[config.mk]
export PLATFORM = sky130hd
export DESIGN_NAME = i2c_irq_agg
export DESIGN_NICKNAME = d
export VERILOG_FILES = /design/src/rtl/i2c_irq_pkg.sv /design/src/rtl/i2c_irq_flag.sv /design/src/rtl/i2c_irq_evt.sv /design/src/rtl/i2c_irq_regs.sv /design/src/rtl/i2c_irq_agg.sv
export SDC_FILE = /design/constraint.sdc
export NUM_CORES = 1
export LEC_CHECK = 0
export ABC_AREA = 0
export ABC_CLOCK_PERIOD_IN_PS = 1200
export BUFFER_PORTS_ARGS = -buffer_cell sky130_fd_sc_hd__buf_2
export CAP_MARGIN = 20
export CELL_PAD_IN_SITES_DETAIL_PLACEMENT = 0
export CELL_PAD_IN_SITES_GLOBAL_PLACEMENT = 2
export CORE_ASPECT_RATIO = 1.25
export CORE_MARGIN = 2
export CORE_UTILIZATION = 23
export DETAILED_ROUTE_END_ITERATION = 10
export GPL_ROUTABILITY_DRIVEN = 0
export GPL_TIMING_DRIVEN = 0
export PLACE_DENSITY_LB_ADDON = 0.1
export SLEW_MARGIN = 20
export SYNTH_ARGS = -nofsm -noshare
export SYNTH_HDL_FRONTEND = slang
export SYNTH_SLANG_ARGS = --single-unit
[constraint.sdc]
create_clock -name clk -period 1.2 [get_ports clk]
set_input_delay 0.06 -clock clk [delete_from_list [all_inputs] [get_ports clk]]
set_output_delay 0.06 -clock clk [all_outputs]
set_load 0.005 [all_outputs]
[src/rtl/i2c_irq_pkg.sv]
package i2c_irq_pkg;
  // status flag positions
  localparam int F_TCF  = 0;
  localparam int F_AAS  = 1;
  localparam int F_ARB  = 2;
  localparam int F_SLTO = 3;
  localparam int F_SHSL = 4;
  localparam int F_PEND = 5;
  localparam int NFLAG  = 6;
  // control bit positions
  localparam int C_IE    = 0;
  localparam int C_SHSIE = 1;
  localparam int C_WAKE  = 2;
  localparam int C_GCEN  = 3;
  localparam int C_EACK  = 4;
  localparam int NCTRL   = 5;
  // register addresses
  localparam int CTRL_ADDR = 0;
  localparam int STAT_ADDR = 1;
  // flags software may clear by writing 1
  localparam logic [NFLAG-1:0] W1C_MASK = 6'b111110;
endpackage

[src/rtl/i2c_irq_flag.sv]
module i2c_irq_flag (
  input  logic clk,
  input  logic rst_n,
  input  logic set_i,
  input  logic clr_i,
  output logic q_o
);
  // set has priority over any clear
  always_ff @(posedge clk) begin
    if (!rst_n)      q_o <= 1'b0;
    else if (set_i)  q_o <= 1'b1;
    else if (clr_i)  q_o <= 1'b0;
  end
endmodule

[src/rtl/i2c_irq_evt.sv]
module i2c_irq_evt
  import i2c_irq_pkg::*;
#(
  parameter int CNT_W     = 4,
  parameter int BYTE_BITS = 8
) (
  input  logic             scl_fall_i,
  input  logic [CNT_W-1:0] bit_cnt_i,
  input  logic             early_ack_i,
  input  logic             gc_en_i,
  input  logic             addr_match_i,
  input  logic             gcall_i,
  input  logic             arb_lost_i,
  input  logic             scl_low_to_i,
  input  logic             shsl_to_i,
  output logic [NFLAG-1:0] set_o
);
  localparam logic [CNT_W-1:0] ACK_CNT   = CNT_W'(BYTE_BITS + 1);
  localparam logic [CNT_W-1:0] EARLY_CNT = CNT_W'(BYTE_BITS);

  logic [CNT_W-1:0] done_cnt;
  logic             tcf_hit, aas_hit;

  assign done_cnt = early_ack_i ? EARLY_CNT : ACK_CNT;
  assign tcf_hit  = scl_fall_i && (bit_cnt_i == done_cnt);
  assign aas_hit  = addr_match_i || (gcall_i && gc_en_i);

  always_comb begin
    set_o         = '0;
    set_o[F_TCF]  = tcf_hit;
    set_o[F_AAS]  = aas_hit;
    set_o[F_ARB]  = arb_lost_i;
    set_o[F_SLTO] = scl_low_to_i;
    set_o[F_SHSL] = shsl_to_i;
    set_o[F_PEND] = tcf_hit | aas_hit | arb_lost_i | scl_low_to_i;
  end
endmodule

[src/rtl/i2c_irq_regs.sv]
module i2c_irq_regs
  import i2c_irq_pkg::*;
#(
  parameter int ADDR_W = 2,
  parameter int DATA_W = 8
) (
  input  logic              clk,
  input  logic              rst_n,
  input  logic              wr_i,
  input  logic [ADDR_W-1:0] addr_i,
  input  logic [DATA_W-1:0] wdata_i,
  input  logic [NFLAG-1:0]  flag_i,
  output logic [NCTRL-1:0]  ctrl_o,
  output logic [NFLAG-1:0]  swclr_o,
  output logic [DATA_W-1:0] rdata_o
);
  localparam logic [ADDR_W-1:0] A_CTRL = ADDR_W'(CTRL_ADDR);
  localparam logic [ADDR_W-1:0] A_STAT = ADDR_W'(STAT_ADDR);

  logic sel_ctrl, sel_stat;
  logic unused_wdata;

  assign sel_ctrl     = (addr_i == A_CTRL);
  assign sel_stat     = (addr_i == A_STAT);
  assign unused_wdata = ^wdata_i[DATA_W-1:NFLAG];

  always_ff @(posedge clk) begin
    if (!rst_n)                ctrl_o <= '0;
    else if (wr_i && sel_ctrl) ctrl_o <= wdata_i[NCTRL-1:0];
  end

  assign swclr_o = (wr_i && sel_stat) ? (wdata_i[NFLAG-1:0] & W1C_MASK) : '0;

  always_comb begin
    rdata_o = '0;
    if (sel_ctrl)      rdata_o[NCTRL-1:0] = ctrl_o;
    else if (sel_stat) rdata_o[NFLAG-1:0] = flag_i;
  end
endmodule

[src/rtl/i2c_irq_agg.sv]
module i2c_irq_agg
  import i2c_irq_pkg::*;
#(
  parameter int CNT_W     = 4,
  parameter int BYTE_BITS = 8,
  parameter int ADDR_W    = 2,
  parameter int DATA_W    = 8
) (
  input  logic              clk,
  input  logic              rst_n,
  input  logic              scl_fall_i,
  input  logic [CNT_W-1:0]  bit_cnt_i,
  input  logic              xfer_start_i,
  input  logic              addr_match_i,
  input  logic              gcall_i,
  input  logic              arb_lost_i,
  input  logic              scl_low_to_i,
  input  logic              shsl_to_i,
  input  logic              lowpower_i,
  input  logic              reg_wr_i,
  input  logic [ADDR_W-1:0] reg_addr_i,
  input  logic [DATA_W-1:0] reg_wdata_i,
  output logic [DATA_W-1:0] reg_rdata_o,
  output logic              irq_o,
  output logic              wake_o
);
  logic [NFLAG-1:0] set_vec, swclr, hwclr, flag_q;
  logic [NCTRL-1:0] ctrl_q;

  i2c_irq_evt #(.CNT_W(CNT_W), .BYTE_BITS(BYTE_BITS)) evt_i (
    .scl_fall_i   (scl_fall_i),
    .bit_cnt_i    (bit_cnt_i),
    .early_ack_i  (ctrl_q[C_EACK]),
    .gc_en_i      (ctrl_q[C_GCEN]),
    .addr_match_i (addr_match_i),
    .gcall_i      (gcall_i),
    .arb_lost_i   (arb_lost_i),
    .scl_low_to_i (scl_low_to_i),
    .shsl_to_i    (shsl_to_i),
    .set_o        (set_vec)
  );

  i2c_irq_regs #(.ADDR_W(ADDR_W), .DATA_W(DATA_W)) regs_i (
    .clk     (clk),
    .rst_n   (rst_n),
    .wr_i    (reg_wr_i),
    .addr_i  (reg_addr_i),
    .wdata_i (reg_wdata_i),
    .flag_i  (flag_q),
    .ctrl_o  (ctrl_q),
    .swclr_o (swclr),
    .rdata_o (reg_rdata_o)
  );

  // byte-complete is the only flag hardware clears
  always_comb begin
    hwclr        = '0;
    hwclr[F_TCF] = xfer_start_i;
  end

  for (genvar g = 0; g < NFLAG; g++) begin : g_flag
    i2c_irq_flag flag_i (
      .clk   (clk),
      .rst_n (rst_n),
      .set_i (set_vec[g]),
      .clr_i (swclr[g] | hwclr[g]),
      .q_o   (flag_q[g])
    );
  end

  logic irq_d, wake_d;
  assign irq_d  = ctrl_q[C_IE] &
                  (flag_q[F_PEND] | (flag_q[F_SHSL] & ctrl_q[C_SHSIE]));
  assign wake_d = lowpower_i & ctrl_q[C_IE] & ctrl_q[C_WAKE] &
                  (flag_q[F_TCF] | flag_q[F_AAS]);

  always_ff @(posedge clk) begin
    if (!rst_n) begin
      irq_o  <= 1'b0;
      wake_o <= 1'b0;
    end else begin
      irq_o  <= irq_d;
      wake_o <= wake_d;
    end
  end
endmodule

# After elaboration in Yosys (flattened, before gate mapping)
# Index checks and enable logic that the tools add are counted.
# word_totals
reg_bits,13
latch_bits,0
ramBits,0
romBits,0
wordCells,51
mem_count,0
# op_classes
add_sub_neg,0
n_mul,0
div_mod_pow,0
n_lt_le_gt_ge,0
n_eq_ne,2
shifts,0
muxes,17
bitwise_logic,11
n_reduce_logical,12
# op_table
cell,n
$mux W1,14
$mux W6,2
$reduce_bool A2 Y1,6
$or A1 B1 Y1,6
$and A1 B1 Y1,5
$mux W5,1
$eq A4 B4 Y1,1
$logic_and A1 B1 Y1,4
$eq A2 B1 Y1 const B,1
$logic_not A2 Y1,1
$logic_or A1 B1 Y1,1

# Depth between registers and ports, before layout
# Gate-level depths: netlist of the first run.
# depth
word_depth,7
mapped_depth,4

# Hierarchy
# Synthesis of the first run repeated with hierarchy kept, for this count alone.
# hier_totals
hier_cells,83
hier_area_um2,797.0
# modules_own_cells
mod,instances,cells_per_inst,area_per_inst_um2,seq_area_each_um2
i2c_irq_regs,1,45,371.6,100.1
i2c_irq_flag,6,3,41.3,20.0
i2c_irq_evt,1,11,101.3,0.0
i2c_irq_agg,1,9,76.3,40.0

# Least setup slack after synthesis of the first run
# OpenSTA, ideal clock, no wires.
# synth_path
path_type,in2reg
start,input reg_addr_i[1]
end,register regs_i.ctrl_o[0]
arrival_time_ps,748
setup_slack_ps,332
path_stages,4
path_buffers,1
path_cell_list,buf_6 > nor3b_4 > mux2i_1 > nor2_1
# synth_between
elab_chain_len,2
# synth_lines
element,line,source
from (decl),i2c_irq_agg.sv:21,"input logic [ADDR_W-1:0] reg_addr_i,"
$logic_not A2 Y1,i2c_irq_regs.sv:23,assign sel_ctrl = (addr_i == A_CTRL);
$logic_and A1 B1 Y1,i2c_irq_regs.sv:29,else if (wr_i && sel_ctrl) ctrl_o <= wdata_i[NCTRL-1:0];
to (signal assigned),i2c_irq_regs.sv:29,
to (decl),i2c_irq_regs.sv:13,"output logic [NCTRL-1:0] ctrl_o,"
# No other way between the ends.
# A chain may end at the register's enable or synchronous reset.

# Worst setup path after layout of the first run
# layout_path
start,register regs_i.ctrl_o[4]
end,output reg_rdata_o[4]
# layout_between
elab_chain_len,1
# layout_lines
element,line,source
$mux W5,i2c_irq_regs.sv:36,if (sel_ctrl) rdata_o[NCTRL-1:0] = ctrl_o;
to (decl),i2c_irq_agg.sv:23,"output logic [DATA_W-1:0] reg_rdata_o,"
# No other way between the ends.

==> results of run 1 <==
==> placed cells by master, fill, tap and decap left out <==
cell	synthesis	final
dlygate4sd3_1	0	2
nand2_1	2	2
buf_6	2	2
nand2b_1	1	1
dfxtp_1	13	13
nor3b_4	1	1
nand4_1	1	1
a41oi_1	1	1
clkbuf_1	0	1
buf_4	2	2
nor3_1	1	1
a21boi_0	3	3
buf_2	0	28
nor2_1	14	14
o21a_1	3	3
a21oi_1	4	4
inv_1	3	3
o21ai_0	2	2
and3b_2	2	2
mux2i_1	10	10
clkbuf_4	0	3
xor2_1	1	1
nand3b_1	1	1
conb_1	1	2
==> path summary, 6_finish.rpt <==
path	cells after the start	end	slack, ns
hold / removal	2	g_flag[2].flag_i.q_o$_SDFFE_PN0P_	0.01
hold reg to reg	2	wake_o$_SDFF_PN0_	0.48
setup reg to reg	3	g_flag[5].flag_i.q_o$_SDFFE_PN0P_	0.25
setup / recovery	3	reg_rdata_o[4]	0.21
==> sequential cells by signal (all words and copies together) (netlist names) <==
signal             cells
g_flag.flag_i.q_o      6
irq_o                  1
regs_i.ctrl_o          5
wake_o                 1
==> cells by family (layout without fill, tap and decap cells) <==
| group | Yosys count | in the layout | synth area share, % |
|---|---|---|---|
| compound gates | 13 | 13 | 13.32 |
| xor+xnor | 1 | 1 | 1.392 |
| mux | 10 | 10 | 15.91 |
| simple gates | 23 | 23 | 19.68 |
| buf+inv | 7 | 41 | 7.752 |
| other cells | 1 | 2 | 0.5958 |
| flops | 13 | 13 | 41.35 |
==> what timing repair did <==
action / 4_1_cts / 5_1_grt
buffers inserted: 0 / 0
endpoints found under the hold margin: 2 / 0
hold buffers: 2 / 0
==> routing by layer <==
metal | GRT usage (%) | routed length, um | vias up
met5 | 0 | 0 | -
met4 | 7.095 | 24 | 0
met3 | 2.392 | 89 | 2
met2 | 16.45 | 764 | 17
met1 | 14.45 | 726 | 249
li1 | - | - | 297
==> worst reg2reg max path, cell delays in order, from the launching register on <==
cell	delay, ns
dfxtp_1	0.38
xor2_1	0.15
nand4_1	0.15
a41oi_1	0.20
==> area by class of cell <==
type                       count  area share [%]
buffer                         4           4.354
tap                           34           4.935
clock buffer                   4           3.048
timing repair buffer          30           18.58
sequential                    13           30.19
inverter                       3           1.306
multi-input combinational     49           37.59
==> power breakdown <==
part           switching, mW  internal, mW  total [mW]
combinational         0.0634        0.0792       0.143
sequential            0.0123         0.450       0.462
clock                  0.154         0.129       0.283
total                  0.230         0.658       0.888
==> impl_metrics.json, run 1 <==
{
  "port_buffers": 28,
  "cts_buffers": 3,
  "clock_path_buffers": 2,
  "drt-vias-per-instance": 4.124,
  "unrepaired_setup_endpoints_after_global_routing": "false",
  "cp_data_required_time_ns": 1.14,
  "reg2reg_from": "regs_i.ctrl_o[4]$_SDFFE_PN0P_",
  "worst-endpoint-arrival_ns": 0.93,
  "dpl_cell_area_sq_um": 815.8,
  "post_synth_edffs": 0,
  "clock-skew-final_ns": 0.006749,
  "worst_hold_startpoint": "arb_lost_i",
  "ys_top_cells_by_area": "dfxtp_1 (41%), mux2i_1 (16%), nor2_1 (8.3%), a21boi_0 (3.6%), buf_6 (3.6%)",
  "die_w_um": 50.79,
  "critPathBufInv": 1,
  "library_cell_occupying_the_most_area_in_the_post_synthesis_netlist": "dfxtp_1",
  "place_hpwl_um": 1254,
  "share_of_post_route_cells_with_drive_strength_above_1_pct": 36.89,
  "drc": 0,
  "hold_ws_ns": 0.009981,
  "antenna_cells_inserted": 0,
  "top_ff_cell_synth": "dfxtp_1",
  "globalRouteTotalUtil_pct": 11.15,
  "placed_cells": 131,
  "finished_layout_cells": 137,
  "setup_violations": 0,
  "synth_area_per_cell_sq_um": 9.255,
  "setup.worst_path.class": "reg2out",
  "final_hold_violation_count": 0,
  "fmax_ghz": 1.005,
  "critical_path.startpoint_type": "flop",
  "synth_largest_type_area_fraction_pct": 41.35,
  "grt_antenna_before_repair": 0,
  "final.fill_count": 295,
  "num_io_pins": 35,
  "dp_slack_ns": 0.1551,
  "netlist_area_sq_um": 629.4,
  "drt_wl_total_um": 1605,
  "status": "finished, final reports clean",
  "path_cells": "mux2i_1, nor2_1, buf_2",
  "first_pass_iters": 2,
  "ir_worst_vdd_mv": 0.4903,
  "crit_start": "regs_i.ctrl_o[4]$_SDFFE_PN0P_",
  "synth_cell_types": 20,
  "ff_latch_area_sq_um": 260.3,
  "rows": 21,
  "ys_seq_elements": 13,
  "final_period_minus_worst_setup_slack_ns": 0.9946,
  "crit_path_top_delay_cell": "dfxtp_1",
  "num-nets-final": 129,
  "vertical_die_dimension_um": 62.49,
  "drt-wirelength-per-cell_um": 11.72,
  "leakage_power_nw": 0.4150,
  "postLayoutSetupSlackWorst_ns": 0.2054,
  "critical_path.max_fanout": 3,
  "finalMaxSlewViolations": 0,
  "end_kind": "output pin",
  "grt_start_max_net_pins": 10,
  "ys_async_sr_fraction_pct": 0,
  "cp_slowest_stage_delay_ns": 0.38,
  "ctsRootBufferMaster": "clkbuf_4",
  "synthesis.instances": 68,
  "first_global_vias": 537,
  "start_util_pct": 23.72,
  "multi_input_comb_area_sq_um": 324.1,
  "cellPowerDensity_nw_per_um2": 1030,
  "wire_length_of_the_first_global_routing_pass_um": 2566,
  "cts.htree.levels": 1,
  "dieArea_sq_um": 3173,
  "power.total_mw": 0.8881,
  "holdCritPathClass": "in2reg",
  "cts_num_sinks": 13,
  "synth.most_common_cell": "nor2_1",
  "final.period_utilization_pct": 82.88,
  "layout.cell_area.non_filler_sq_um": 862.1,
  "dr_total_vias": 565,
  "post_synth_most_frequent_cells": "nor2_1 (14), dfxtp_1 (13), mux2i_1 (10)",
  "gr-total-overflow": 0,
  "core_area_sq_um": 2654,
  "insertion_delay_ns": 0.28,
  "cap_viol_max_count": 0,
  "cts_resized": 0,
  "worst_path_dominant_cell_family": "flip-flops",
  "post_cts_clock_slew_at_the_launch_and_capture_registers_of_the_worst_setup_and_hold_paths_ns": 0.09,
  "yosysSeqAreaShare_pct": 41.35,
  "drt.antenna.violating_nets": 0,
  "ys_warn_count": 0,
  "synthToLayoutAreaGrowth_pct": 36.98,
  "final_core_util_pct": 32.48,
  "tritoncts": "done",
  "drt_iter0_drcs": 2,
  "final.setup.tns_ns": 0
}
No activity file was read; power rests on OpenSTA's default activity.
==> run 2: changes to the inputs <==
ABC_CLOCK_PERIOD_IN_PS = 990   (was 1200)
clock period = 0.99 ns   (was 1.2 ns; I/O delays follow)
==> run 2 against run 1 <==
Against the previous run:
- total power up 24%
- routed wire length up 1.7%
- sequential share of layout area down 0.78 points
- final area up 7.1%
- setup slack worse by 0.18 ns
- count of clock-buffer cells in the layout unchanged
- core utilization up 2.3 points
- combinational power up 37%
- critical endpoint is now reg_rdata_o[0]
- largest cell class unchanged
- highest routed layer unchanged
==> impl_metrics.json, run 2 (synthesis results as in run 1) <==
{
  "status": "finished, final reports clean",
  "setup_violations": 0,
  "finished_layout_cells": 143,
  "top_regs": "g_flag.flag_i.q_o (6), regs_i.ctrl_o (5)",
  "final_core_util_pct": 34.79,
  "cts.htree.levels": 1,
  "critPathBufInv": 1,
  "grt_antenna_before_repair": 0,
  "vertical_die_dimension_um": 62.49,
  "hold_path_depth": 3,
  "worst-endpoint-arrival_ns": 0.91,
  "cts_num_sinks": 13,
  "final_period_minus_worst_setup_slack_ns": 0.9629,
  "ctsRootBufferMaster": "clkbuf_4",
  "power.total_mw": 1.101,
  "leakage_power_nw": 0.4469,
  "ff2ff_path_depth": 3,
  "rr_endpoint": "g_flag[5].flag_i.q_o$_SDFFE_PN0P_",
  "end_kind": "output pin",
  "globalRouteTotalUtil_pct": 11.25,
  "placed_cells": 131,
  "holdCritPathClass": "in2reg",
  "insertion_delay_ns": 0.28,
  "crit_path_top_delay_cell": "dfxtp_2",
  "drc": 0,
  "clock-skew-final_ns": 0.006262,
  "reg2reg_from": "regs_i.ctrl_o[4]$_SDFFE_PN0P_",
  "wire_length_of_the_first_global_routing_pass_um": 2594,
  "critical_path.startpoint_type": "flop",
  "cp_slowest_stage_delay_ns": 0.33,
  "multi_input_comb_area_sq_um": 324.1,
  "final.fill_count": 291,
  "tritoncts": "done",
  "drt.antenna.violating_nets": 0,
  "die_w_um": 50.79,
  "place_hpwl_um": 1254,
  "cts_buffers": 3,
  "core_area_sq_um": 2654,
  "first_pass_iters": 4,
  "share_of_post_route_cells_with_drive_strength_above_1_pct": 46.79,
  "drt-wirelength-per-cell_um": 11.42,
  "gr-total-overflow": 0,
  "ir_worst_vdd_mv": 0.5968,
  "timing.reg2reg.setup_slack_ns": 0.07,
  "first_global_vias": 548,
  "antenna_cells_inserted": 0,
  "worst_hold_startpoint": "reg_wdata_i[4]",
  "most_frequent_standard_cell_in_the_layout_excluding_fill_and_tap_cells": "buf_2",
  "path_cells": "mux2i_1, nor2_1, buf_2",
  "unrepaired_setup_endpoints_after_global_routing": "true",
  "worst_path_dominant_cell_family": "flip-flops",
  "cellPowerDensity_nw_per_um2": 1192,
  "dr_total_vias": 582,
  "drt_iter0_drcs": 3,
  "drt-vias-per-instance": 4.070,
  "dpl_cell_area_sq_um": 815.8,
  "hold-path-endpoint": "regs_i.ctrl_o[4]$_SDFFE_PN0P_",
  "synthToLayoutAreaGrowth_pct": 46.72,
  "num_io_pins": 35,
  "cp_data_required_time_ns": 0.94,
  "fmax_ghz": 1.039,
  "critical_path.max_fanout": 3,
  "drt_wl_total_um": 1633,
  "grt_start_max_net_pins": 10,
  "cap_viol_max_count": 0,
  "ff_latch_area_sq_um": 271.5,
  "setup.worst_path.class": "reg2out",
  "port_buffers": 28,
  "final_hold_violation_count": 0,
  "start_util_pct": 23.72,
  "dieArea_sq_um": 3173,
  "final.period_utilization_pct": 97.26,
  "largest_register": "g_flag.flag_i.q_o",
  "num-nets-final": 135,
  "rows": 21,
  "post_cts_clock_slew_at_the_launch_and_capture_registers_of_the_worst_setup_and_hold_paths_ns": 0.09,
  "final_cell_mix": "buf_2 (28), nor2_1 (14), mux2i_1 (10)",
  "finalMaxSlewViolations": 0,
  "layout.cell_area.non_filler_sq_um": 923.4,
  "clock_path_buffers": 2,
  "largest_register_ffs": 6
}
-- run 2: repair_timing --
item,CTS,global route
pin swaps,0,1
endpoints found under the hold margin,4,0
gates resized for setup,5,4
setup buffers,1,3
endpoints found under the setup margin,4,5
hold buffers,4,0
-- run 2: worst register-to-register path, stage by stage (launching register included) --
cell,delay (ns)
dfxtp_2,0.35
xor2_1,0.14
nand4_1,0.15
a41oi_1,0.20
-- run 2: metal layers --
metal / wire length [um] / vias to the layer above / global-route usage [%]
li1: - / 308 / -
met1: 739 / 255 / 14.60
met2: 780 / 17 / 16.61
met3: 88 / 2 / 2.392
met4: 24 / 0 / 7.095
met5: 0 / - / 0
-- run 2: worst max path at each step --
stage                                       from                            end  depth (start not counted)
6_report       g_flag[0].flag_i.q_o$_SDFFE_PN0P_                 reg_rdata_o[0]                          3
5_1_grt            regs_i.ctrl_o[1]$_SDFFE_PN0P_                 reg_rdata_o[1]                          3
4_1_cts            regs_i.ctrl_o[3]$_SDFFE_PN0P_                 reg_rdata_o[3]                          3
3_5_place_dp                       reg_addr_i[1]  regs_i.ctrl_o[3]$_SDFFE_PN0P_                          4
3_3_place_gp                       reg_addr_i[1]  regs_i.ctrl_o[4]$_SDFFE_PN0P_                          4
2_1_floorplan                      reg_addr_i[1]  regs_i.ctrl_o[0]$_SDFFE_PN0P_                          4
-- run 2: through the flow --
step	hold slack (ns)	setup slack [ns]	TNS, ns
after global placement	0.2576	-0.01623	-0.04502
after detailed placement	0.2618	-0.04439	-0.1385
after global routing	0.02271	-0.02802	-0.06563
after floorplan	0.1671	0.1321	0
final	0.02010	0.02709	0
after CTS	0.01025	0.006455	0
-- run 2: layout make-up --
type / count / area share [%]
tap: 34 / 4.607
timing repair buffer: 36 / 22.76
inverter: 3 / 1.220
multi-input combinational: 49 / 35.09
clock buffer: 4 / 2.846
buffer: 4 / 4.065
sequential: 13 / 29.40
-- run 2: power breakdown --
part	switching, mW	internal [mW]	total, mW
clock	0.188	0.156	0.344
combinational	0.0832	0.113	0.196
sequential	0.0129	0.548	0.561
total	0.284	0.817	1.10
==> run 3: changes to the inputs <==
==> constraint.sdc (replaced) <==
create_clock -name clk -period 0.99 [get_ports clk]
set_input_delay 0.0495 -clock clk [delete_from_list [all_inputs] [get_ports clk]]
set_output_delay 0.0495 -clock clk [all_outputs]
set_load 0.1 [all_outputs]
==> run 3 against run 2 <==
Against the previous run:
- the flow now finishes with violations (negative hold slack, negative setup slack)
- hold slack got worse by 0.022 ns
- die area unchanged
- fmax decreased by 11%
- sequential share of layout area decreased by 5.4 points
- via count increased by 10%
- clock skew decreased by 0.0044 ns
- highest routed layer unchanged
- register-to-register slack got worse by 0.08 ns
==> impl_metrics.json, run 3 (synthesis results as in run 1) <==
{
  "critical_path.startpoint_type": "flop",
  "setup.worst_path.class": "reg2out",
  "final_hold_violation_count": 1,
  "globalRouteTotalUtil_pct": 13.40,
  "ctsRootBufferMaster": "clkbuf_4",
  "hold_ws_ns": -0.001992,
  "crit_start": "g_flag[2].flag_i.q_o$_SDFFE_PN0P_",
  "drt-vias-per-instance": 4.354,
  "setup_violations": 7,
  "p_seq_share_pct": 43.8,
  "num-nets-final": 139,
  "grt_start_max_net_pins": 10,
  "die_w_um": 50.79,
  "worst-endpoint-arrival_ns": 1.04,
  "drt.antenna.violating_nets": 0,
  "ff2ff_path_depth": 4,
  "tritoncts": "done",
  "dr_total_vias": 640,
  "final.period_utilization_pct": 109.8,
  "final_cell_mix": "buf_2 (20), buf_4 (12), dfxtp_2 (11)",
  "synthToLayoutAreaGrowth_pct": 81.71,
  "dpl_cell_area_sq_um": 853.3,
  "rr_endpoint": "g_flag[5].flag_i.q_o$_SDFFE_PN0P_",
  "share_of_post_route_cells_with_drive_strength_above_1_pct": 60.18,
  "violations": "negative hold slack, negative setup slack",
  "cts_buffers": 3,
  "layout.cell_area.non_filler_sq_um": 1144,
  "vertical_die_dimension_um": 62.49,
  "finished_layout_cells": 147,
  "grt_antenna_before_repair": 0,
  "drt-wirelength-per-cell_um": 12.39,
  "drt_wl_total_um": 1822,
  "first_pass_iters": 4,
  "switching_share_pct": 32.64,
  "cap_viol_max_count": 0,
  "port_buffers": 28,
  "unrepaired_setup_endpoints_after_global_routing": "true",
  "most_frequent_standard_cell_in_the_layout_excluding_fill_and_tap_cells": "buf_2",
  "clock_path_buffers": 2,
  "core_area_sq_um": 2654,
  "timing.reg2reg.setup_slack_ns": -0.01,
  "clock-skew-final_ns": 0.001840,
  "largest_register": "g_flag.flag_i.q_o",
  "leakage_power_nw": 0.4828,
  "dieArea_sq_um": 3173,
  "worst_hold_startpoint": "lowpower_i",
  "cts.htree.levels": 1,
  "largest_register_ffs": 6,
  "drt_iter0_drcs": 10,
  "top_regs": "g_flag.flag_i.q_o (6), regs_i.ctrl_o (5)",
  "reg2reg_from": "regs_i.ctrl_o[4]$_SDFFE_PN0P_",
  "first_global_vias": 679,
  "p_clk_share_pct": 26.6,
  "final.fill_count": 279,
  "power.total_mw": 1.300,
  "fmax_ghz": 0.9202,
  "hold-path-endpoint": "wake_o$_SDFF_PN0_",
  "critical_path.max_fanout": 2,
  "ff_latch_area_sq_um": 274.0,
  "gr-total-overflow": 0,
  "cp_data_required_time_ns": 0.94,
  "netSwitchingPower_mw": 0.4243,
  "status": "complete, but fails checks",
  "finalMaxSlewViolations": 0,
  "end_kind": "output pin",
  "antenna_cells_inserted": 0,
  "place_hpwl_um": 1265,
  "postLayoutSetupSlackWorst_ns": -0.09674,
  "cts_num_sinks": 13,
  "ir_worst_vdd_mv": 0.5987,
  "final_core_util_pct": 43.09,
  "drc": 0,
  "cellPowerDensity_nw_per_um2": 1137,
  "start_util_pct": 23.72,
  "holdCritPathClass": "in2reg",
  "num_io_pins": 35,
  "final_period_minus_worst_setup_slack_ns": 1.087,
  "placed_cells": 131,
  "post_cts_clock_slew_at_the_launch_and_capture_registers_of_the_worst_setup_and_hold_paths_ns": 0.08,
  "p_int_mw": 0.8757,
  "hold_path_depth": 3,
  "comb_power_share_pct": 29.6,
  "insertion_delay_ns": 0.28,
  "rows": 21,
  "multi_input_comb_area_sq_um": 415.4,
  "wire_length_of_the_first_global_routing_pass_um": 3118
}
run 3: changes by cell type in the layout (fill, tap and decap cells not counted), moves of 2 or more:
cell / delta
buf_12: +6
buf_2: -8
buf_4: +6
dfxtp_1: -2
dfxtp_2: +2
mux2i_1: -5
mux2i_4: +4
nor2_1: -5
nor2_4: +5
run 3: worst max-delay path: stages, from the launching register on:
cell     delay (ns)
dfxtp_2        0.33
mux2i_2        0.20
nor2_4         0.06
buf_12         0.16
run 3: worst max path at each step:
stage	endpoint	cells past startpoint
global placement	regs_i.ctrl_o[4]$_SDFFE_PN0P_	4
CTS	reg_rdata_o[4]	3
global route	reg_rdata_o[0]	3
detailed placement	regs_i.ctrl_o[0]$_SDFFE_PN0P_	4
floorplan	reg_rdata_o[4]	2
finish	reg_rdata_o[2]	3
run 3: area by class of cell:
| class | count | area share, % |
|---|---|---|
| timing repair buffer | 40 | 29.43 |
| clock buffer | 4 | 2.298 |
| multi-input combinational | 49 | 36.32 |
| inverter | 3 | 0.9847 |
| sequential | 13 | 23.96 |
| buffer | 4 | 3.282 |
| tap | 34 | 3.720 |
run 3: power groups by stage:
stage                     clock [mW]  sequential [mW]  combinational (mW)
after global placement             0            0.573               0.290
after detailed placement           0            0.573               0.292
final                          0.346            0.570               0.384
after floorplan                    0            0.571               0.215
after CTS                      0.350            0.565               0.370
after global routing           0.394            0.573               0.409
run 3: timing repair:
action	in CTS	in global routing
pin swaps	1	1
hold endpoints to repair	3	0
hold buffers	3	0
resized for setup	42	5
setup buffers	8	1
setup endpoints to repair	8	8
run 3: routing by layer:
layer	vias up	wire (um)	share of wire, %	GRT usage (%)
met5	-	0	0	0
met4	0	44	2.4	7.095
met3	5	88	4.8	2.392
met2	23	971	53	23.52
met1	292	717	39	14.94
li1	320	-	-	-
run 3: metrics by stage:
step                setup TNS, ns  worst slack [ns]
floorplan                       0           0.01785
global placement          -0.3630          -0.07493
detailed placement        -0.3798          -0.06777
CTS                       -0.5966          -0.09803
global route              -0.8588           -0.1321
finish                    -0.4485          -0.09674
